File: config.mk
export PLATFORM = sky130hd
export DESIGN_NAME = flash_cmd_decoder
export DESIGN_NICKNAME = d
export VERILOG_FILES = /design/src/rtl/flash_cmd_pkg.sv /design/src/rtl/fcd_addr_keys.sv /design/src/rtl/fcd_seq.sv /design/src/rtl/fcd_mode.sv /design/src/rtl/flash_cmd_decoder.sv
export SDC_FILE = /design/constraint.sdc
export NUM_CORES = 1
export LEC_CHECK = 0
export ABC_CLOCK_PERIOD_IN_PS = 5300
export CELL_PAD_IN_SITES_DETAIL_PLACEMENT = 0
export CELL_PAD_IN_SITES_GLOBAL_PLACEMENT = 2
export CORE_ASPECT_RATIO = 0.9
export CORE_UTILIZATION = 29
export DETAILED_ROUTE_END_ITERATION = 16
export GPL_TIMING_DRIVEN = 0
export PLACE_DENSITY = 0.88
export SETUP_SLACK_MARGIN = 0.15
export SYNTH_ARGS = -nofsm -noshare
export SYNTH_HDL_FRONTEND = slang
export SYNTH_SLANG_ARGS = --single-unit
File: constraint.sdc
create_clock -name clk -period 5.3 [get_ports clk]
set_clock_uncertainty 0.15 [all_clocks]
set_input_delay 1.06 -clock clk [delete_from_list [all_inputs] [get_ports clk]]
set_output_delay 1.06 -clock clk [all_outputs]
set_load 0.01 [all_outputs]
File: src/rtl/flash_cmd_pkg.sv
package flash_cmd_pkg;

    localparam int KEY_W = 12;

    typedef enum logic [2:0] {
        CMD_NONE        = 3'd0,
        CMD_PROGRAM     = 3'd1,
        CMD_CHIP_ERASE  = 3'd2,
        CMD_BLOCK_ERASE = 3'd3,
        CMD_SUSPEND     = 3'd4,
        CMD_RESUME      = 3'd5
    } cmd_e;

    typedef enum logic [1:0] {
        RM_ARRAY   = 2'd0,
        RM_AUTOSEL = 2'd1,
        RM_CFI     = 2'd2
    } rmode_e;

    typedef enum logic [3:0] {
        S_IDLE, S_U1, S_U2, S_PROG,
        S_E1, S_E2, S_E3,
        S_BYP, S_BYP_PROG, S_BYP_EXIT
    } seq_e;

    typedef struct packed {
        logic to_array;
        logic to_autosel;
        logic cfi_enter;
        logic reset_pop;
        logic suspend;
        logic resume;
    } mode_ev_t;

    typedef struct packed {
        logic u1;
        logic u2;
        logic cfi;
    } key_hit_t;

    localparam logic [7:0] D_KEY1     = 8'hAA;
    localparam logic [7:0] D_KEY2     = 8'h55;
    localparam logic [7:0] D_IDENT    = 8'h90;
    localparam logic [7:0] D_PROG     = 8'hA0;
    localparam logic [7:0] D_BYPASS   = 8'h20;
    localparam logic [7:0] D_ERASE    = 8'h80;
    localparam logic [7:0] D_CHIP     = 8'h10;
    localparam logic [7:0] D_BLOCK    = 8'h30;
    localparam logic [7:0] D_RESET    = 8'hF0;
    localparam logic [7:0] D_QUERY    = 8'h98;
    localparam logic [7:0] D_SUSP     = 8'hB0;
    localparam logic [7:0] D_RESUME   = 8'h30;
    localparam logic [7:0] D_BYP_EXIT = 8'h00;

    // key addresses, index 0 = first key, 1 = second key, 2 = query entry
    localparam logic [KEY_W-1:0] WORD_KEYS [3] = '{12'h555, 12'h2AA, 12'h055};
    localparam logic [KEY_W-1:0] BYTE_KEYS [3] = '{12'hAAA, 12'h555, 12'h0AA};

    function automatic logic [KEY_W-1:0] key_addr(input logic [10:0] a,
                                                  input logic lsb,
                                                  input logic bmode);
        return bmode ? {a, lsb} : {1'b0, a};
    endfunction

endpackage

File: src/rtl/fcd_addr_keys.sv
module fcd_addr_keys
    import flash_cmd_pkg::*;
#(
    parameter int ADDR_W = 20
) (
    input  logic [ADDR_W-1:0] wr_addr,
    input  logic              wr_lsb,
    input  logic              byte_mode,
    output key_hit_t          hit
);
    localparam int NKEYS = 3;

    logic [KEY_W-1:0] kaddr;
    logic [NKEYS-1:0] m;

    assign kaddr = key_addr(wr_addr[10:0], wr_lsb, byte_mode);

    for (genvar i = 0; i < NKEYS; i++) begin : g_key
        assign m[i] = (kaddr == (byte_mode ? BYTE_KEYS[i] : WORD_KEYS[i]));
    end

    assign hit = '{u1: m[0], u2: m[1], cfi: m[2]};
endmodule

File: src/rtl/fcd_seq.sv
module fcd_seq
    import flash_cmd_pkg::*;
#(
    parameter int ADDR_W = 20,
    parameter int DATA_W = 16
) (
    input  logic              clk,
    input  logic              rst,
    input  logic              wr_en,
    input  logic [ADDR_W-1:0] wr_addr,
    input  logic              wr_lsb,
    input  logic [DATA_W-1:0] wr_data,
    input  logic              busy,
    input  key_hit_t          hit,
    input  rmode_e            cur_mode,
    input  logic              susp,
    output mode_ev_t          ev,
    output logic              cmd_valid,
    output cmd_e              cmd_id,
    output logic [ADDR_W-1:0] cmd_addr,
    output logic              cmd_lsb,
    output logic [DATA_W-1:0] cmd_data,
    output logic              in_bypass
);
    seq_e       st, nxt;
    logic       fire;
    cmd_e       fid;
    logic [7:0] d;
    logic       hold;

    assign d    = wr_data[7:0];
    assign hold = busy && !susp;

    always_comb begin
        nxt  = st;
        ev   = '0;
        fire = 1'b0;
        fid  = CMD_NONE;
        if (wr_en) begin
            if (hold) begin
                if (d == D_SUSP) begin
                    ev.suspend = 1'b1;
                    fire       = 1'b1;
                    fid        = CMD_SUSPEND;
                end
            end else begin
                case (st)
                    S_IDLE: begin
                        if (d == D_RESET)
                            ev.reset_pop = 1'b1;
                        else if (d == D_QUERY && hit.cfi && cur_mode != RM_CFI)
                            ev.cfi_enter = 1'b1;
                        else if (d == D_RESUME && susp) begin
                            ev.resume = 1'b1;
                            fire      = 1'b1;
                            fid       = CMD_RESUME;
                        end else if (d == D_KEY1 && hit.u1)
                            nxt = S_U1;
                        else
                            ev.to_array = 1'b1;
                    end
                    S_U1: begin
                        if (d == D_KEY2 && hit.u2)
                            nxt = S_U2;
                        else begin
                            nxt         = S_IDLE;
                            ev.to_array = 1'b1;
                        end
                    end
                    S_U2: begin
                        nxt = S_IDLE;
                        case (d)
                            D_IDENT:  ev.to_autosel = 1'b1;
                            D_PROG:   nxt = S_PROG;
                            D_BYPASS: begin
                                ev.to_array = 1'b1;
                                if (!susp) nxt = S_BYP;
                            end
                            D_ERASE: begin
                                if (!susp) nxt = S_E1;
                                else ev.to_array = 1'b1;
                            end
                            D_RESET:  ev.reset_pop = 1'b1;
                            default:  ev.to_array = 1'b1;
                        endcase
                    end
                    S_PROG: begin
                        nxt  = S_IDLE;
                        fire = 1'b1;
                        fid  = CMD_PROGRAM;
                    end
                    S_E1: begin
                        if (d == D_KEY1 && hit.u1)
                            nxt = S_E2;
                        else begin
                            nxt         = S_IDLE;
                            ev.to_array = 1'b1;
                        end
                    end
                    S_E2: begin
                        if (d == D_KEY2 && hit.u2)
                            nxt = S_E3;
                        else begin
                            nxt         = S_IDLE;
                            ev.to_array = 1'b1;
                        end
                    end
                    S_E3: begin
                        nxt = S_IDLE;
                        if (d == D_CHIP && hit.u1) begin
                            fire = 1'b1;
                            fid  = CMD_CHIP_ERASE;
                        end else if (d == D_BLOCK) begin
                            fire = 1'b1;
                            fid  = CMD_BLOCK_ERASE;
                        end else
                            ev.to_array = 1'b1;
                    end
                    S_BYP: begin
                        if (d == D_PROG)       nxt = S_BYP_PROG;
                        else if (d == D_IDENT) nxt = S_BYP_EXIT;
                    end
                    S_BYP_PROG: begin
                        nxt  = S_BYP;
                        fire = 1'b1;
                        fid  = CMD_PROGRAM;
                    end
                    S_BYP_EXIT: begin
                        nxt = (d == D_BYP_EXIT) ? S_IDLE : S_BYP;
                    end
                    default: nxt = S_IDLE;
                endcase
            end
        end
    end

    always_ff @(posedge clk) begin
        if (rst) begin
            st        <= S_IDLE;
            cmd_valid <= 1'b0;
            cmd_id    <= CMD_NONE;
            cmd_addr  <= '0;
            cmd_lsb   <= 1'b0;
            cmd_data  <= '0;
        end else begin
            st        <= nxt;
            cmd_valid <= fire;
            cmd_id    <= fire ? fid : CMD_NONE;
            if (fire) begin
                cmd_addr <= wr_addr;
                cmd_lsb  <= wr_lsb;
                cmd_data <= wr_data;
            end
        end
    end

    assign in_bypass = (st == S_BYP) || (st == S_BYP_PROG) || (st == S_BYP_EXIT);

    a_r3_single_pulse: assert property (@(posedge clk) disable iff (rst)
        cmd_valid |=> !cmd_valid);

    a_r10_hold_ignored: assert property (@(posedge clk) disable iff (rst)
        (wr_en && busy && !susp && wr_data[7:0] != D_SUSP) |=> ($stable(st) && !cmd_valid));

    a_r10_suspend_when_busy: assert property (@(posedge clk) disable iff (rst)
        (cmd_valid && cmd_id == CMD_SUSPEND) |-> $past(busy));

    a_r11_resume_when_susp: assert property (@(posedge clk) disable iff (rst)
        (cmd_valid && cmd_id == CMD_RESUME) |-> $past(susp));

    a_r3_cmd_needs_write: assert property (@(posedge clk) disable iff (rst)
        cmd_valid |-> $past(wr_en));
endmodule

File: src/rtl/fcd_mode.sv
module fcd_mode
    import flash_cmd_pkg::*;
(
    input  logic     clk,
    input  logic     rst,
    input  mode_ev_t ev,
    output rmode_e   read_mode,
    output logic     susp
);
    rmode_e cfi_ret;

    always_ff @(posedge clk) begin
        if (rst) begin
            read_mode <= RM_ARRAY;
            cfi_ret   <= RM_ARRAY;
            susp      <= 1'b0;
        end else begin
            if (ev.reset_pop)
                read_mode <= (read_mode == RM_CFI) ? cfi_ret : RM_ARRAY;
            else if (ev.cfi_enter) begin
                cfi_ret   <= read_mode;
                read_mode <= RM_CFI;
            end else if (ev.to_autosel)
                read_mode <= RM_AUTOSEL;
            else if (ev.to_array || ev.resume)
                read_mode <= RM_ARRAY;

            if (ev.suspend)     susp <= 1'b1;
            else if (ev.resume) susp <= 1'b0;
        end
    end

    a_r6_cfi_entry_event: assert property (@(posedge clk) disable iff (rst)
        (read_mode == RM_CFI && $past(read_mode) != RM_CFI) |-> $past(ev.cfi_enter));

    a_r8_quiet_keeps_mode: assert property (@(posedge clk) disable iff (rst)
        (ev == '0) |=> ($stable(read_mode) && $stable(susp)));

    a_r11_resume_clears: assert property (@(posedge clk) disable iff (rst)
        ev.resume |=> (!susp && read_mode == RM_ARRAY));
endmodule

File: src/rtl/flash_cmd_decoder.sv
module flash_cmd_decoder
    import flash_cmd_pkg::*;
#(
    parameter int ADDR_W = 20,
    parameter int DATA_W = 16
) (
    input  logic              clk,
    input  logic              rst,
    input  logic              wr_en,
    input  logic [ADDR_W-1:0] wr_addr,
    input  logic              wr_lsb,
    input  logic [DATA_W-1:0] wr_data,
    input  logic              byte_mode,
    input  logic              busy,
    output logic              cmd_valid,
    output logic [2:0]        cmd_id,
    output logic [ADDR_W-1:0] cmd_addr,
    output logic              cmd_lsb,
    output logic [DATA_W-1:0] cmd_data,
    output logic [1:0]        read_mode,
    output logic              bypass_on,
    output logic              suspended
);
    key_hit_t hit;
    mode_ev_t ev;
    rmode_e   mode_q;
    cmd_e     cmd_q;
    logic     susp_q;

    fcd_addr_keys #(.ADDR_W(ADDR_W)) u_keys (
        .wr_addr   (wr_addr),
        .wr_lsb    (wr_lsb),
        .byte_mode (byte_mode),
        .hit       (hit)
    );

    fcd_seq #(.ADDR_W(ADDR_W), .DATA_W(DATA_W)) u_seq (
        .clk       (clk),
        .rst       (rst),
        .wr_en     (wr_en),
        .wr_addr   (wr_addr),
        .wr_lsb    (wr_lsb),
        .wr_data   (wr_data),
        .busy      (busy),
        .hit       (hit),
        .cur_mode  (mode_q),
        .susp      (susp_q),
        .ev        (ev),
        .cmd_valid (cmd_valid),
        .cmd_id    (cmd_q),
        .cmd_addr  (cmd_addr),
        .cmd_lsb   (cmd_lsb),
        .cmd_data  (cmd_data),
        .in_bypass (bypass_on)
    );

    fcd_mode u_mode (
        .clk       (clk),
        .rst       (rst),
        .ev        (ev),
        .read_mode (mode_q),
        .susp      (susp_q)
    );

    assign cmd_id    = cmd_q;
    assign read_mode = mode_q;
    assign suspended = susp_q;
endmodule

==> metrics.cfg <==
[timing]
fin_ws_ns=1.52
setup_tns_ns=0
hold_viol_final=0
rsz0062_at_grt=false
period_needed_ns=3.78
slew_violations=0
max-slew-margin-rel_pct=44.7
fmax_mhz=265
finalSetupViolCount=0
timing.final.crit_share_pct=71.2
tightest_slew_ns=0.823

[route]
drt-initial-drc-count=87
wl_um=7340
viasPerCell=4.67
drtAntennaViolNets=0
wire_per_inst_um=14.0
drtPass1Iterations=4
via_count=2445
route.detailed.drc=0

[logic_synthesis]
ys.flop_type=dfxtp_1
synthTopCellsByArea=dfxtp_1, nand2b_1, mux2i_1, a21oi_1, clkbuf_1
avgSynthCellArea_um2=8.91
synthArstFlopShare_pct=0
synth.top_cell.area_share_pct=36.3
syn_nets=351
seq_area_frac_synth_pct=36.3
syn_inst=309
synthTopCellsByCount=nand2b_1, dfxtp_1, mux2i_1
ys_warn_count=0
syn-cell-area_um2=2750
synth_edf_count=0
synthMostInstantiatedCell=nand2b_1
ys_ff_latch=50
synth_area_leader_cell=dfxtp_1
synth_cell_types=48

[placed_design]
place_ws_ns=1.20
dp_hpwl_um=5650
gp_congestion=0.885
place_inst=516
portBuffers=85

[cts]
cts_root_buf=clkbuf_8
cts_sinks=50
postCtsSetupBuffers=0
postCtsHoldBufs=0
cts_max_level=2
post_cts_resized=0
cts_buffers=5
clk-insertion-delay-late_ns=0.30
tritoncts=yes
clk_pin_slew_ns=0.10
cts.path.max_buffers=2

[flow_run]
cap_violations=0

[global_route]
grt_util_all_layers_pct=15.5
grt_overflow=0
grt_start_max_net_pins=16
grt_first_pass_wirelength_um=12200
antenna_found_initial=0
grt_pass1_vias=2432

[finish]
antennaDiodeCount=0
multi_input_area_um2=1610
nFillCells=954
area_delta_synth_final_pct=39.9
drive_gt1_share_pct=4.98
nets=443
final_cells=524
seqCellArea_um2=1000

[floorplan]
die-area_um2=9890
fp.dieH_um=94.4
start_util_pct=30.0
die_w_um=105
placementRows=33
io_pins=87
core_area_um2=9170

[pwr]
power_switching_share_pct=23.5
p_int_w=0.000526
power_frac_comb_pct=11.4
ir_drop_mv=0.124
pwr-share-clk_pct=34.0
p_per_area_nw_per_um2=179
power_switching_w=0.000162
total_leakage_power_nw=1.29
p_seq_share_pct=54.6

[critical_path]
crit_path_start_kind=primary input
crit_type=primary input to register
critPathArrivalTime_ns=3.86
worstSetupEndpointType=register
crit_path_max_fanout=10
cp_data_required_time_ns=5.38

[run_status]
status=finished, final reports clean

[worst_hold_path]
holdCritPathClass=register to register

[layout make-up]
| class | instances | share of cell area [%] |
|---|---|---|
| clock buffers | 6 | 2.14 |
| plain buffers | 21 | 3.05 |
| well taps | 122 | 3.96 |
| repair buffers | 85 | 22.1 |
| inverters | 6 | 0.585 |
| flip-flops and latches | 50 | 26.0 |
| clock inverters | 2 | 0.325 |
| multi-input cells | 232 | 41.9 |
[layout by cell type, fill, tap and decap left out, types with 3 or more instances in the layout]
master and count:
a21oi_1 12, and3_1 5, buf_4 3, clkbuf_1 16
clkbuf_8 6, clkdlybuf4s50_1 85, dfxtp_1 50, inv_1 6
mux2i_1 43, nand2_1 13, nand2b_1 79, nand4_1 5
nand4b_1 4, nor2_1 14, nor2b_1 5, nor3_1 5
o21ai_0 6, o41ai_1 3
[stage by stage]
stage	total power (W)	utilization, %	hold WS [ns]	instance area (µm²)
5_1_grt	0.000726	42.0	0.352	3850
4_1_cts	0.000700	42.0	0.330	3850
3_3_place_gp	0.000463	41.0	0.308	3760
2_1_floorplan	0.000418	-	0.313	2750
6_report	0.000688	42.0	0.326	3850
3_5_place_dp	0.000463	41.0	0.312	3760
[power by group through the flow]
stage               Combinational [W]  Clock, W  Sequential (W)
CTS                         0.0000796  0.000245        0.000376
detailed placement          0.0000792         0        0.000384
global route                0.0000865  0.000264        0.000376
global placement            0.0000786         0        0.000384
floorplan                   0.0000334         0        0.000384
finish                      0.0000786  0.000234        0.000376
[state kept, by name (all words and copies together), names as in the netlist]
register          flops
u_mode.read_mode      2
u_seq.st              4
u_seq.cmd_id          3
u_seq.cmd_addr       20
u_seq.cmd_lsb         1
u_seq.cmd_data       16
u_mode.cfi_ret        2
u_mode.susp           1
u_seq.cmd_valid       1
[critical path, cell delays in order]
cell             delay, ns
clkdlybuf4s50_1       0.52
or4_4                 0.61
nor3_1                0.44
nand2_1               0.14
nor3b_1               0.30
o31a_1                0.18
buf_4                 0.14
buf_8                 0.16
buf_12                0.15
mux2i_1               0.18
[cell families (layout without fill, tap and decap cells)]
family | after synthesis | in the layout | share of synthesized area (%)
DFF | 50 | 50 | 36.3
muxes | 43 | 43 | 15.6
xor gates and xnor gates | 1 | 1 | 0.318
buffers and inverters | 27 | 120 | 5.09
AOI/OAI and AO/OA | 35 | 35 | 8.32
and+or+nand+nor | 153 | 153 | 34.3
[routing by layer]
layer | part of all wire [%] | vias up | global-route usage [%]
met3 | 5.0 | 4 | 3.17
met1 | 51 | 1120 | 21.3
met2 | 43 | 68 | 25.2
met5 | 0 | - | 0
li1 | - | 1253 | -
met4 | 0.75 | 0 | 2.93
[worst paths after layout]
kind,to,slack (ns),start,depth (start not counted)
setup / recovery,u_seq.cmd_addr[16],1.52,wr_data[0],10
hold / removal,u_seq.cmd_data[4],0.33,u_seq.cmd_data[4],2
setup reg to reg,u_mode.read_mode[1],2.44,u_seq.st[3],8
hold reg to reg,u_seq.cmd_data[4],0.33,u_seq.cmd_data[4],2
(Power assumes the default switching activity.)
